==> src/rtl/tick_timer_pkg.sv <==
// Package: shared register selectors, control bit positions and sizes
// for the tick timer. Assumes a 32-bit data bus and a 4-bit byte address.
package tick_timer_pkg;

    localparam int ADDR_W = 4;

    // Word selector taken from byte address bits [3:2]
    typedef enum logic [1:0] {
        SEL_CTRL    = 2'd0,
        SEL_RELOAD  = 2'd1,
        SEL_CURRENT = 2'd2,
        SEL_CALIB   = 2'd3
    } reg_sel_e;

    localparam int BIT_ENABLE = 0;
    localparam int BIT_IRQ_EN = 1;
    localparam int BIT_SOURCE = 2;
    localparam int BIT_FLAG   = 16;

    // Software-writable control fields
    typedef struct packed {
        logic src_core;
        logic irq_en;
        logic enable;
    } ctrl_t;

endpackage

==> src/rtl/tick_timer_decode.sv <==
// Module: tick_timer_decode
// Turns a bus access into per-register strobes and a word selector.
// Assumes word-aligned accesses; an access with nonzero address bits [1:0]
// hits no register.
module tick_timer_decode
    import tick_timer_pkg::*;
(
    input  logic [ADDR_W-1:0] bus_addr,
    input  logic              bus_wr,
    input  logic              bus_rd,
    output reg_sel_e          sel,
    output logic              aligned,
    output logic              wr_ctrl,
    output logic              wr_reload,
    output logic              wr_current,
    output logic              rd_ctrl
);

    // Select the word and check alignment
    always_comb begin
        sel     = reg_sel_e'(bus_addr[3:2]);
        aligned = (bus_addr[1:0] == 2'b00);
    end

    // Produce one-hot access strobes
    always_comb begin
        wr_ctrl    = bus_wr && aligned && (sel == SEL_CTRL);
        wr_reload  = bus_wr && aligned && (sel == SEL_RELOAD);
        wr_current = bus_wr && aligned && (sel == SEL_CURRENT);
        rd_ctrl    = bus_rd && aligned && (sel == SEL_CTRL);
    end

endmodule

==> src/rtl/tick_timer_stepgen.sv <==
// Module: tick_timer_stepgen
// Chooses the count source. It emits one step strobe per core cycle, or one
// per cycle with ref_tick high. Assumes ref_tick is already synchronous to clk.
module tick_timer_stepgen (
    input  logic enable,
    input  logic src_core,
    input  logic ref_tick,
    output logic step
);

    // Gate the selected source with the enable bit
    always_comb begin
        step = enable && (src_core ? 1'b1 : ref_tick);
    end

endmodule

==> src/rtl/tick_timer_counter.sv <==
// Module: tick_timer_counter
// Holds the down counter. It reloads from zero, decrements otherwise, reports
// the 1-to-0 step and registers the interrupt pulse. A clear request
// overrides counting and suppresses the 1-to-0 event.
module tick_timer_counter #(
    parameter int CNT_W = 24
) (
    input  logic             clk,
    input  logic             rst_n,
    input  logic             step,
    input  logic             clear,
    input  logic             irq_en,
    input  logic [CNT_W-1:0] reload,
    output logic [CNT_W-1:0] value,
    output logic             wrap,
    output logic             irq
);

    localparam logic [CNT_W-1:0] ONE  = CNT_W'(1);
    localparam logic [CNT_W-1:0] ZERO = '0;

    // Detect the 1-to-0 step that is not overridden by a clear
    always_comb begin
        wrap = step && !clear && (value == ONE);
    end

    // Count, reload or clear the current value
    always_ff @(posedge clk) begin
        if (!rst_n) begin
            value <= ZERO;
        end else if (clear) begin
            value <= ZERO;
        end else if (step) begin
            value <= (value == ZERO) ? reload : value - ONE;
        end
    end

    // Register a one-cycle interrupt pulse
    always_ff @(posedge clk) begin
        if (!rst_n) begin
            irq <= 1'b0;
        end else begin
            irq <= wrap && irq_en;
        end
    end

endmodule

==> src/rtl/tick_timer_regs.sv <==
// Module: tick_timer_regs
// Stores the control and reload words and the sticky count flag, and drives
// the read data multiplexer. Assumes one access per cycle. When a flag set
// and a clear coincide, the set takes priority.
module tick_timer_regs
    import tick_timer_pkg::*;
#(
    parameter int          CNT_W     = 24,
    parameter int          DATA_W    = 32,
    parameter logic [31:0] CAL_VALUE = 32'h0000_0000
) (
    input  logic              clk,
    input  logic              rst_n,
    input  logic [DATA_W-1:0] wdata,
    input  reg_sel_e          sel,
    input  logic              aligned,
    input  logic              wr_ctrl,
    input  logic              wr_reload,
    input  logic              wr_current,
    input  logic              rd_ctrl,
    input  logic              wrap,
    input  logic [CNT_W-1:0]  cur_value,
    output ctrl_t             ctrl,
    output logic [CNT_W-1:0]  reload,
    output logic              flag,
    output logic [DATA_W-1:0] rdata
);

    // Capture the control fields on a control write
    always_ff @(posedge clk) begin
        if (!rst_n) begin
            ctrl <= '0;
        end else if (wr_ctrl) begin
            ctrl.enable   <= wdata[BIT_ENABLE];
            ctrl.irq_en   <= wdata[BIT_IRQ_EN];
            ctrl.src_core <= wdata[BIT_SOURCE];
        end
    end

    // Capture the low counter-width bits on a reload write
    always_ff @(posedge clk) begin
        if (!rst_n) begin
            reload <= '0;
        end else if (wr_reload) begin
            reload <= wdata[CNT_W-1:0];
        end
    end

    // Keep the sticky flag: a 1-to-0 step sets it, a read or clear drops it
    always_ff @(posedge clk) begin
        if (!rst_n) begin
            flag <= 1'b0;
        end else if (wrap) begin
            flag <= 1'b1;
        end else if (rd_ctrl || wr_current) begin
            flag <= 1'b0;
        end
    end

    // Build the read word for the selected register
    always_comb begin
        rdata = '0;
        if (aligned) begin
            unique case (sel)
                SEL_CTRL: begin
                    rdata[BIT_ENABLE] = ctrl.enable;
                    rdata[BIT_IRQ_EN] = ctrl.irq_en;
                    rdata[BIT_SOURCE] = ctrl.src_core;
                    rdata[BIT_FLAG]   = flag;
                end
                SEL_RELOAD:  rdata = DATA_W'(reload);
                SEL_CURRENT: rdata = DATA_W'(cur_value);
                SEL_CALIB:   rdata = DATA_W'(CAL_VALUE);
                default:     rdata = '0;
            endcase
        end
    end

endmodule

==> src/rtl/tick_timer.sv <==
// Module: tick_timer
// Top level of the memory-mapped down-counting tick timer. It wires the
// decoder, register file, step generator and counter together. Assumes a
// single synchronous bus master and a ref_tick synchronous to clk.
module tick_timer
    import tick_timer_pkg::*;
#(
    parameter int          CNT_W     = 24,
    parameter int          DATA_W    = 32,
    parameter logic [31:0] CAL_VALUE = 32'h0000_0000
) (
    input  logic              clk,
    input  logic              rst_n,
    input  logic              ref_tick,
    input  logic [ADDR_W-1:0] bus_addr,
    input  logic              bus_wr,
    input  logic              bus_rd,
    input  logic [DATA_W-1:0] bus_wdata,
    output logic [DATA_W-1:0] bus_rdata,
    output logic              irq
);

    reg_sel_e         sel;
    logic             aligned;
    logic             wr_ctrl;
    logic             wr_reload;
    logic             wr_current;
    logic             rd_ctrl;
    ctrl_t            ctrl;
    logic [CNT_W-1:0] reload_q;
    logic [CNT_W-1:0] cur_val;
    logic             flag_q;
    logic             cnt_step;
    logic             wrap;

    tick_timer_decode u_decode (
        .bus_addr   (bus_addr),
        .bus_wr     (bus_wr),
        .bus_rd     (bus_rd),
        .sel        (sel),
        .aligned    (aligned),
        .wr_ctrl    (wr_ctrl),
        .wr_reload  (wr_reload),
        .wr_current (wr_current),
        .rd_ctrl    (rd_ctrl)
    );

    tick_timer_regs #(
        .CNT_W     (CNT_W),
        .DATA_W    (DATA_W),
        .CAL_VALUE (CAL_VALUE)
    ) u_regs (
        .clk        (clk),
        .rst_n      (rst_n),
        .wdata      (bus_wdata),
        .sel        (sel),
        .aligned    (aligned),
        .wr_ctrl    (wr_ctrl),
        .wr_reload  (wr_reload),
        .wr_current (wr_current),
        .rd_ctrl    (rd_ctrl),
        .wrap       (wrap),
        .cur_value  (cur_val),
        .ctrl       (ctrl),
        .reload     (reload_q),
        .flag       (flag_q),
        .rdata      (bus_rdata)
    );

    tick_timer_stepgen u_stepgen (
        .enable   (ctrl.enable),
        .src_core (ctrl.src_core),
        .ref_tick (ref_tick),
        .step     (cnt_step)
    );

    tick_timer_counter #(
        .CNT_W (CNT_W)
    ) u_counter (
        .clk    (clk),
        .rst_n  (rst_n),
        .step   (cnt_step),
        .clear  (wr_current),
        .irq_en (ctrl.irq_en),
        .reload (reload_q),
        .value  (cur_val),
        .wrap   (wrap),
        .irq    (irq)
    );

endmodule

==> config.mk <==
export PLATFORM = sky130hd
export DESIGN_NAME = tick_timer
export DESIGN_NICKNAME = d
export VERILOG_FILES = /design/src/rtl/tick_timer_pkg.sv /design/src/rtl/tick_timer_decode.sv /design/src/rtl/tick_timer_stepgen.sv /design/src/rtl/tick_timer_counter.sv /design/src/rtl/tick_timer_regs.sv /design/src/rtl/tick_timer.sv
export SDC_FILE = /design/constraint.sdc
export NUM_CORES = 1
export LEC_CHECK = 0
export CORE_MARGIN = 4
export CORE_UTILIZATION = 35
export CTS_CLUSTER_SIZE = 8
export DETAILED_ROUTE_END_ITERATION = 8
export DONT_BUFFER_PORTS = 1
export SLEW_MARGIN = 15
export SYNTH_ARGS = -nofsm -noshare
export SYNTH_HDL_FRONTEND = slang
export SYNTH_HIERARCHICAL = 1
export SYNTH_SLANG_ARGS = --single-unit
==> constraint.sdc <==
create_clock -name clk -period 2.8 [get_ports clk]
set_input_delay 0.56 -clock clk [delete_from_list [all_inputs] [get_ports clk]]
set_output_delay 0.56 -clock clk [all_outputs]
set_load 0.03 [all_outputs]
Word-level counts from Yosys, hierarchy flattened

Cells that the tools add are included.

Add/sub/neg operators: 1
Eq/ne operators: 4
Muxes and demuxes: 9
Bitwise operators: 1
Reduce and logical (&&, ||, !) cells: 17

Operators by type and width:

| kind                  | count |
|---|---|
| $mux 32               | 1 |
| $pmux 13 s2           | 1 |
| $eq 24x1->1 const B   | 1 |
| $logic_not 24->1      | 1 |
| $mux 24               | 1 |
| $sub 24x1->24 const B | 1 |
| $pmux 7 s2            | 1 |
| $pmux 3 s4            | 1 |
| $logic_and 1x1->1     | 10 |
| $eq 2x2->1 const B    | 2 |
| $logic_not 2->1       | 2 |
| $pmux 1 s4            | 1 |
| $mux 1                | 3 |
| $eq 2x1->1 const B    | 1 |
| $reduce_bool 2->1     | 1 |
| $reduce_or 2->1       | 1 |
| $logic_not 1->1       | 1 |
| $logic_or 1x1->1      | 1 |
| $not 1->1             | 1 |

Bits in registers: 53
Bits of input ports: 41
Output and inout bits: 33

Depth between registers and ports, before layout

Gate-level depths: netlist (run 1).

Word-level depth: 7
Mapped depth: 8

By module

The synthesis (run 1) kept the hierarchy.

By module, submodules not included:

| module             | times used | cells each | area an instance (µm²) | seq. area each (µm²) |
|---|---|---|---|---|
| tick_timer_counter | 1          | 215        | 1,760.4                | 500.5 |
| tick_timer_regs    | 1          | 162        | 1,520.2                | 560.5 |
| tick_timer_decode  | 1          | 9          | 67.6                   | 0.0 |
| tick_timer_stepgen | 1          | 1          | 7.5                    | 0.0 |

Worst setup path before layout (run 1)

OpenSTA, ideal clock, no wires.

Path type: input port to output port
Start point: input port bus_addr[3]
End point: output port bus_rdata[10]
Arrival: 1.660 ns
Required time: 2.240 ns
Setup slack: 0.580 ns
Cell stages on the path: 6
Path buffers: 2
Cell sequence: buf_4 inv_1 ha_1 buf_2 a22oi_1 nor2_1

Longest elaborated chain between the ends: 3

Ends and longest elaborated chain:

| element                                         | RTL line              | text |
|---|---|---|
| start: declaration                              | tick_timer.sv:15      | `input logic [ADDR_W-1:0] bus_addr,` |
| $eq 2x2->1 / $eq 2x1->1 (equally long branches) | tick_timer_regs.sv:64 | `unique case (sel)` |
| $pmux 13 s2 *                                   | tick_timer_regs.sv:64 |  |
| $mux 32 *                                       | tick_timer_regs.sv:63 | `if (aligned) begin` |
| end: declaration                                | tick_timer.sv:19      | `output logic [DATA_W-1:0] bus_rdata,` |

Mark *: on every way between the ends. The rest lies on a longest branch, timed or not.

Final worst setup path (run 1)

Start point: input port bus_addr[3]
End point: output port bus_rdata[23]

Longest elaborated chain between the ends: 3

Ends and longest elaborated chain:

| element                                         | RTL line |
|---|---|
| $eq 2x2->1 / $eq 2x1->1 (equally long branches) | tick_timer_regs.sv:64 |
| $pmux 7 s2 *                                    | tick_timer_regs.sv:64 |
| $mux 32 *                                       | tick_timer_regs.sv:63 |

Marks and branches as above.

==> impl_metrics.py, run 1 <==
metrics = {
    "run_status": {
        "outcome": "completed",
    },
    "logic_synthesis": {
        "synth_ff_type": "dfxtp_1",
        "yosysUniqueCellTypes": 58,
        "synth.top_cell.area_share_pct": 31.6,
        "yosysSeqAreaShare_pct": 31.6,
        "synthTopCellsByArea": "dfxtp_1 32%, mux2i_1 11%, nor2b_1 6.2%, nor2_1 4.7%, a22oi_1 4.5%",
        "yosysWarnings": 6,
        "postSynthCellCount": 387,
        "syn_area_sq_um": 3360,
        "synth_seq_cells": 53,
        "async_flop_share_pct": 0,
        "syn_area_per_cell_sq_um": 8.67,
        "synth_edf_count": 0,
        "yosys.area.top_type": "dfxtp_1",
    },
    "timing": {
        "timing_max_transition_violations_final": 0,
        "rsz0062_at_grt": "no",
        "holdWs_ns": 0.383,
        "setup_violations": 0,
        "fmax_mhz": 404,
        "min_period_ns": 2.47,
        "setup_tns_ns": 0,
        "hold_viol_final": 0,
        "worst_pin_slew_ns": 0.631,
        "fin_ws_ns": 0.325,
        "relSlewSlack_pct": 57.9,
        "fin_worst_skew_ns": 0.00457,
        "fin_crit_sh_pct": 88.4,
    },
    "power_and_ir_drop": {
        "seqPwrFrac_pct": 40.8,
        "swShare_pct": 34.6,
        "p_per_area_nw_per_um2": 533,
        "power.leakage_uw": 0.00129,
        "clockPowerShare_pct": 22.7,
        "vdd_drop_max_uv": 286,
        "p_int_uw": 1280,
        "p_sw_uw": 674,
        "comb_power_share_pct": 36.4,
        "finalPower_uw": 1950,
    },
    "route": {
        "drtIter0Drc": 188,
        "vias_per_cell": 5.54,
        "dr.pass1.iters": 4,
        "vias": 2932,
        "post-route-drc-count": 0,
        "ant_nets": 0,
        "wirelength_microns": 8970,
        "wire_per_inst_microns": 17.0,
    },
    "global_routing": {
        "grt_overflow": 0,
        "grt_pass1_vias": 2913,
        "track_usage_pct": 16.1,
        "grt_pass1_wl_microns": 14900,
        "grt_antenna_before_repair": 0,
        "grt_max_degree": 31,
    },
    "clocking": {
        "cts_tree": "yes",
        "h-tree-depth": 2,
        "cts.clk_slew.worst_paths_ns": 0.09,
        "hold_buffers": 0,
        "post-cts-setup-buffer-count": 0,
        "ctsRootBufferMaster": "clkbuf_8",
        "cts-resized-gates": 0,
        "clk_latency_ns": 0.30,
        "cts_made_buffers": 5,
        "cts_buffer_depth": 2,
        "cts_sinks": 53,
    },
    "place": {
        "numPortBuffers": 0,
        "place_hpwl_microns": 6510,
        "post-place-ws_ns": 0.368,
        "dp_cells": 522,
        "gp_congestion": 0.876,
    },
    "final_layout": {
        "stdcell_count": 529,
        "drive_above_1_share_pct": 13.8,
        "fillerInstances": 969,
        "multi_input_area_sq_um": 2080,
        "syn_to_final_growth_pct": 9.06,
        "finish.net_count": 447,
        "seq_area_sq_um": 1060,
        "diodes": 0,
    },
    "worst_setup_path": {
        "critPathMaxStageDelay_ns": 0.55,
        "path_class": "input pin to primary output",
        "cp.required_ns": 2.24,
        "crit_buf_inv": 3,
        "crit_top_cell": "buf_4",
        "cp_top_family": "adder cells",
        "crit_path_start_kind": "input pin",
        "crit_path_end_kind": "primary output",
        "crit_chain": "inv_1 -> ha_1 -> buf_4 -> a22oi_1 -> nor2_1 -> buf_4",
        "cp.arrival_ns": 1.91,
        "critPathSlowestCell": "ha_1",
        "path_max_fanout": 14,
    },
    "floorplanning": {
        "rows": 35,
        "start_util_pct": 36.1,
        "die_x_microns": 106,
        "die_y_microns": 106,
        "io_pins": 74,
        "die_area_sq_um": 11200,
        "coreArea_sq_um": 9280,
    },
    "min_path": {
        "hold_path_class": "input pin to flip-flop",
    },
    "job": {
        "max-cap-violations": 0,
    },
}
-- synthesized netlist by cell type (5+ instances only) --
library cell / count
a21oi_1: 7
a22oi_1: 20
a32o_1: 8
and3_1: 5
buf_2: 5
buf_4: 12
clkbuf_1: 10
dfxtp_1: 53
ha_1: 6
inv_1: 7
mux2_2: 5
mux2i_1: 36
nand2_1: 13
nand2b_1: 8
nand3_1: 5
nand4_1: 5
nor2_1: 42
nor2b_1: 33
nor3_1: 19
o21ai_0: 18
or3_1: 5
-- final timing paths --
| path | from | endpoint | slack [ns] | cells after the start |
|---|---|---|---|---|
| min reg2reg | u_regs/reload[1] | u_counter/value[1] | 0.50 | 2 |
| max reg2reg | u_counter/value[16] | u_counter/value[5] | 0.33 | 6 |
| min | rst_n | u_regs/flag | 0.38 | 1 |
| max | bus_addr[3] | bus_rdata[23] | 0.33 | 6 |
-- power by group through the flow --
stage	sequential, uW	combinational [uW]	clock [uW]
floorplan	806	576	0
global placement	814	686	0
detailed placement	814	697	0
CTS	796	701	464
global route	801	769	490
finish	797	710	443
-- kinds of logic (layout without fill, tap and decap cells) --
group | after synthesis | count (layout) | synth area share [%]
fa+ha+maj | 6 | 6 | 2.24
buf+inv | 41 | 47 | 7.46
compound gates | 81 | 81 | 17.2
flops | 53 | 53 | 31.6
xor+xnor | 1 | 1 | 0.261
mux | 42 | 42 | 12.9
other cells | 1 | 8 | 0.112
simple gates | 162 | 162 | 28.2
-- state kept, by name (all words and copies together) (netlist names) --
signal	cells
u_counter/value	24
u_regs/reload	24
u_regs/ctrl	3
u_counter/irq	1
u_regs/flag	1
-- through the flow --
step           utilization, %  instance area [sq um]
2_1_floorplan               -                   3380
3_5_place_dp             38.5                   3570
4_1_cts                  39.4                   3660
5_1_grt                  39.4                   3660
6_report                 39.4                   3660
3_3_place_gp             38.5                   3570
-- layer usage --
layer / GRT usage, % / wire length (microns) / up-vias
li1: - / - / 1424
met1: 21.3 / 4150 / 1403
met2: 27.1 / 4240 / 95
met3: 2.85 / 455 / 10
met4: 4.26 / 119 / 0
met5: 0 / 0 / -
-- placed cells by master, fill, tap and decap left out, types with 3 or more instances in the layout --
| cell | netlist | routed |
|---|---|---|
| dfxtp_1 | 53 | 53 |
| nor2_1 | 42 | 42 |
| mux2i_1 | 36 | 36 |
| buf_4 | 12 | 33 |
| nor2b_1 | 33 | 33 |
| a22oi_1 | 20 | 20 |
| nor3_1 | 19 | 19 |
| o21ai_0 | 18 | 18 |
| nand2_1 | 13 | 13 |
| nand2b_1 | 8 | 8 |
| a32o_1 | 8 | 8 |
| conb_1 | 1 | 8 |
| inv_1 | 7 | 7 |
| a21oi_1 | 7 | 7 |
| clkbuf_8 | 0 | 6 |
| ha_1 | 6 | 6 |
| nand3_1 | 5 | 5 |
| or3_1 | 5 | 5 |
| mux2_2 | 5 | 5 |
| nand4_1 | 5 | 5 |
| and3_1 | 5 | 5 |
| nor4_1 | 4 | 4 |
| a31oi_1 | 4 | 4 |
| a221o_1 | 4 | 4 |
| o31ai_1 | 3 | 3 |
| o21a_1 | 3 | 3 |
-- layout make-up --
class                   count  share of cell area (%)
multi-input cells         300                    56.8
inverters                   7                   0.718
well taps                 129                    4.41
repair buffers             33                    6.77
clock buffers               7                    2.36
flip-flops and latches     53                    29.0
No activity file was read; power rests on OpenSTA's default activity.
==> inputs of run 2 (changes only) <==
- clock period: 2.8 -> 2.18 ns (I/O delays scaled with it)
==> impl_metrics.py, run 2 (same netlist as run 1, synthesis figures left out) <==
metrics = {
    "route": {
        "vias": 3013,
        "ant_nets": 0,
        "post-route-drc-count": 0,
        "dr.pass1.iters": 4,
        "wirelength_microns": 9370,
        "wire_per_inst_microns": 16.4,
        "vias_per_cell": 5.27,
        "drtIter0Drc": 126,
    },
    "worst_setup_path": {
        "crit_buf_inv": 3,
        "path_class": "flip-flop to flip-flop",
        "path_max_fanout": 8,
        "r2r-start": "u_counter/value[0]",
        "cp.arrival_ns": 2.28,
        "crit_path_start_kind": "flip-flop",
        "critPathSlowestCell": "mux2_2",
        "crit_top_cell": "buf_4",
        "cp.required_ns": 2.39,
        "startpoint": "u_counter/value[0]",
        "critPathMaxStageDelay_ns": 0.34,
        "crit_chain": "inv_1 -> buf_4 -> ha_1 -> nand2b_1 -> nor3_1 -> nor4b_4 -> buf_4 -> mux2_2 -> a32o_1",
        "cp_top_family": "simple AND/OR/NAND/NOR gates",
        "crit_path_end_kind": "flip-flop",
    },
    "global_routing": {
        "grt_max_degree": 31,
        "grt_pass1_vias": 3068,
        "grt_pass1_wl_microns": 15500,
        "grt_antenna_before_repair": 0,
        "track_usage_pct": 16.8,
        "grt_overflow": 0,
    },
    "power_and_ir_drop": {
        "power.leakage_uw": 0.00151,
        "p_per_area_nw_per_um2": 670,
        "vdd_drop_max_uv": 310,
        "finalPower_uw": 2680,
    },
    "clocking": {
        "cts_tree": "yes",
        "cts_sinks": 53,
        "ctsRootBufferMaster": "clkbuf_8",
        "cts.clk_slew.worst_paths_ns": 0.10,
        "h-tree-depth": 2,
        "cts_made_buffers": 5,
        "hold_buffers": 0,
        "cts_buffer_depth": 2,
        "clk_latency_ns": 0.30,
    },
    "final_layout": {
        "finalCoreUtilization_pct": 43.0,
        "drive_above_1_share_pct": 22.3,
        "diodes": 0,
        "multi_input_area_sq_um": 2080,
        "seq_area_sq_um": 1060,
        "syn_to_final_growth_pct": 19.0,
        "fillerInstances": 955,
        "layout_common_cells": "75 x buf_4, 53 x dfxtp_1, 42 x nor2_1, 36 x mux2i_1, 33 x nor2b_1",
        "final_common_cell": "buf_4",
        "design_area_sq_um": 3990,
        "reg_top3": "u_counter/value (24), u_regs/reload (24), u_regs/ctrl (3)",
        "stdcell_count": 572,
        "finish.net_count": 490,
    },
    "timing": {
        "setup_violations": 0,
        "fin_crit_sh_pct": 95.2,
        "fin_worst_skew_ns": 0.00609,
        "holdWs_ns": 0.258,
        "min_period_ns": 2.07,
        "timing_max_transition_violations_final": 0,
        "fmax_mhz": 482,
        "rsz0062_at_grt": "yes",
        "hold_viol_final": 0,
    },
    "place": {
        "numPortBuffers": 0,
        "postPlaceCellArea_sq_um": 3880,
        "dp_cells": 563,
        "place_hpwl_microns": 7020,
        "gp_congestion": 0.886,
    },
    "floorplanning": {
        "die_x_microns": 106,
        "start_util_pct": 36.1,
        "die_area_sq_um": 11200,
        "io_pins": 74,
        "rows": 35,
        "coreArea_sq_um": 9280,
        "die_y_microns": 106,
    },
    "min_path": {
        "min_from": "rst_n",
        "hold_path_class": "input pin to flip-flop",
    },
    "job": {
        "max-cap-violations": 0,
    },
    "run_status": {
        "outcome": "completed",
    },
}
-- run 2: path summary, 6_finish.rpt --
check / cells past startpoint / endpoint / slack, ns
worst max-delay path: 9 / u_counter/value[15] / 0.11
worst min-delay path: 1 / u_regs/reload[15] / 0.26
worst max register to register: 9 / u_counter/value[15] / 0.11
worst min register to register: 2 / u_counter/value[1] / 0.51
-- run 2: where the power goes --
| part | switching [uW] | internal [uW] |
|---|---|---|
| sequential | 24.8 | 991 |
| combinational | 546 | 538 |
| clock | 323 | 253 |
| total | 894 | 1780 |
-- run 2: metrics by stage --
step,setup WS (ns),setup TNS (ns)
2_1_floorplan,0.110,0
3_3_place_gp,0.136,0
3_5_place_dp,0.119,0
4_1_cts,0.0966,0
5_1_grt,-0.00798,-0.00798
6_report,0.106,0
-- run 2: timing repair --
action	CTS	global route
resized for setup	0	2
setup endpoints to repair	0	8
buffers inserted	0	2
hold endpoints to repair	0	0
-- run 2: area by class of cell --
| class | instances | share of cell area [%] |
|---|---|---|
| Multi-Input combinational cell | 300 | 52.2 |
| Inverter | 7 | 0.658 |
| Timing Repair Buffer | 76 | 14.4 |
| Tap cell | 129 | 4.04 |
| Sequential cell | 53 | 26.6 |
| Clock buffer | 7 | 2.16 |
-- run 2: worst reg2reg max path, cell delays in order, from the launching register on --
cell and delay, ns:
dfxtp_1 0.33, inv_1 0.07, buf_4 0.11, ha_1 0.17, nand2b_1 0.12, nor3_1 0.15, nor4b_4 0.26, buf_4 0.22
mux2_2 0.34, a32o_1 0.19
-- run 2: metal layers --
metal  share of wire (%)  vias up  track usage [%]
li1                    -     1508                -
met1                  47     1427             22.7
met2                  48       72             27.9
met3                 4.4        6             2.79
met4                 1.0        0             4.16
met5                   0        -                0
==> inputs of run 3 (changes only) <==
- CORE_UTILIZATION: 35 -> 30
- CTS_CLUSTER_DIAMETER: default -> 150
==> impl_metrics.py, run 3 (same netlist as run 1, synthesis figures left out) <==
metrics = {
    "floorplanning": {
        "die_x_microns": 114,
        "start_util_pct": 30.8,
        "coreArea_sq_um": 10900,
        "die_y_microns": 114,
        "rows": 38,
        "io_pins": 74,
        "die_area_sq_um": 12900,
    },
    "worst_setup_path": {
        "crit_chain": "or3_1 -> nor3_2 -> nor4b_4 -> buf_12 -> mux2_2 -> a32o_1",
        "cp.arrival_ns": 2.29,
        "critPathMaxStageDelay_ns": 0.42,
        "path_max_fanout": 16,
        "critPathSlowestCell": "or3_1",
        "crit_path_start_kind": "flip-flop",
        "path_class": "flip-flop to flip-flop",
        "crit_path_end_kind": "flip-flop",
        "cp.required_ns": 2.39,
    },
    "route": {
        "post-route-drc-count": 0,
        "vias": 3059,
        "ant_nets": 0,
        "wire_per_inst_microns": 16.1,
        "drtIter0Drc": 197,
        "dr.pass1.iters": 4,
        "vias_per_cell": 5.26,
        "wirelength_microns": 9340,
    },
    "final_layout": {
        "syn_to_final_growth_pct": 20.4,
        "layout_common_cells": "73 x buf_4, 53 x dfxtp_1, 42 x nor2_1, 36 x mux2i_1, 33 x nor2b_1",
        "seq_area_sq_um": 1060,
        "multi_input_area_sq_um": 2090,
        "stdcell_count": 582,
        "finish.net_count": 488,
        "fillerInstances": 1115,
        "drive_above_1_share_pct": 22.6,
        "final_common_cell": "buf_4",
        "diodes": 0,
        "reg_top3": "u_counter/value (24), u_regs/reload (24), u_regs/ctrl (3)",
    },
    "global_routing": {
        "grt_pass1_vias": 2954,
        "grt_pass1_wl_microns": 15300,
        "grt_antenna_before_repair": 0,
        "grt_max_degree": 31,
        "track_usage_pct": 14.3,
        "grt_overflow": 0,
    },
    "clocking": {
        "h-tree-depth": 2,
        "cts_made_buffers": 5,
        "cts_sinks": 53,
        "clk_latency_ns": 0.31,
        "cts.clk_slew.worst_paths_ns": 0.10,
        "cts_buffer_depth": 2,
        "cts_tree": "yes",
        "ctsRootBufferMaster": "clkbuf_8",
        "post-cts-setup-buffer-count": 0,
    },
    "timing": {
        "setup_violations": 0,
        "timing_max_transition_violations_final": 0,
        "rsz0062_at_grt": "no",
        "fin_worst_skew_ns": 0.00872,
        "hold_viol_final": 0,
        "holdWs_ns": 0.252,
        "fmax_mhz": 480,
        "fin_crit_sh_pct": 95.6,
        "fin_ws_ns": 0.0961,
        "setup_tns_ns": 0,
        "min_period_ns": 2.08,
    },
    "place": {
        "gp_congestion": 0.907,
        "post-place-ws_ns": 0.0831,
        "dp_cells": 574,
        "place_hpwl_microns": 7170,
        "numPortBuffers": 0,
    },
    "power_and_ir_drop": {
        "power.leakage_uw": 0.00152,
        "vdd_drop_max_uv": 355,
        "p_per_area_nw_per_um2": 700,
    },
    "job": {
        "max-cap-violations": 0,
    },
    "min_path": {
        "hold_path_class": "input pin to flip-flop",
    },
    "run_status": {
        "outcome": "completed",
    },
}
==> run 3: what timing repair did <==
item                                    CTS  global route
hold buffers                              0             0
endpoints found under the setup margin    0             6
resized for setup                         0             3
==> run 3: area by class of cell <==
type                    instances  share of cell area, %
well taps                     140                   4.34
clock inverters                 2                  0.929
clock buffers                   6                   2.04
flip-flops and latches         53                   26.3
inverters                       7                  0.651
multi-input cells             300                   51.7
repair buffers                 74                   14.1
==> run 3: metal layers <==
layer / up-vias / wire, microns / track usage, %
li1: 1510 / - / -
met2: 76 / 4350 / 23.1
met4: 0 / 91 / 3.37
met1: 1464 / 4540 / 20.3
met3: 9 / 357 / 1.96
met5: - / 0 / 0
==> run 3: path summary, 6_finish.rpt <==
path / startpoint / endpoint / slack, ns / cells after the start
hold / removal: rst_n / u_regs/flag / 0.25 / 1
setup / recovery: u_counter/value[15] / u_counter/value[2] / 0.1 / 6
hold reg to reg: u_regs/reload[1] / u_counter/value[1] / 0.50 / 2
setup reg to reg: u_counter/value[15] / u_counter/value[2] / 0.1 / 6
==> run 3: through the flow <==
step,power (uW),util (%),cell area [sq um]
finish,2830,37.1,4040
global route,2970,37.1,4040
CTS,2840,37.0,4030
detailed placement,2120,35.9,3910
global placement,2110,35.9,3910
floorplan,1780,-,3380
==> run 3: report_power, final <==
part | switching (uW) | leakage, uW | internal [uW] | total, uW
Combinational | 561 | 0.00104 | 547 | 1110
Clock | 336 | 0.0000574 | 374 | 710
Sequential | 15.5 | 0.000428 | 991 | 1010
==> run 3: worst max-delay path, delay by kind of cell, from the launching register on <==
family	cells	cell delay, ns
multiplexers	1	0.34
AND/OR/NAND/NOR	3	0.88
AO/OA/AOI/OAI	1	0.20
buffers and inverters	1	0.19
flip-flops	1	0.37
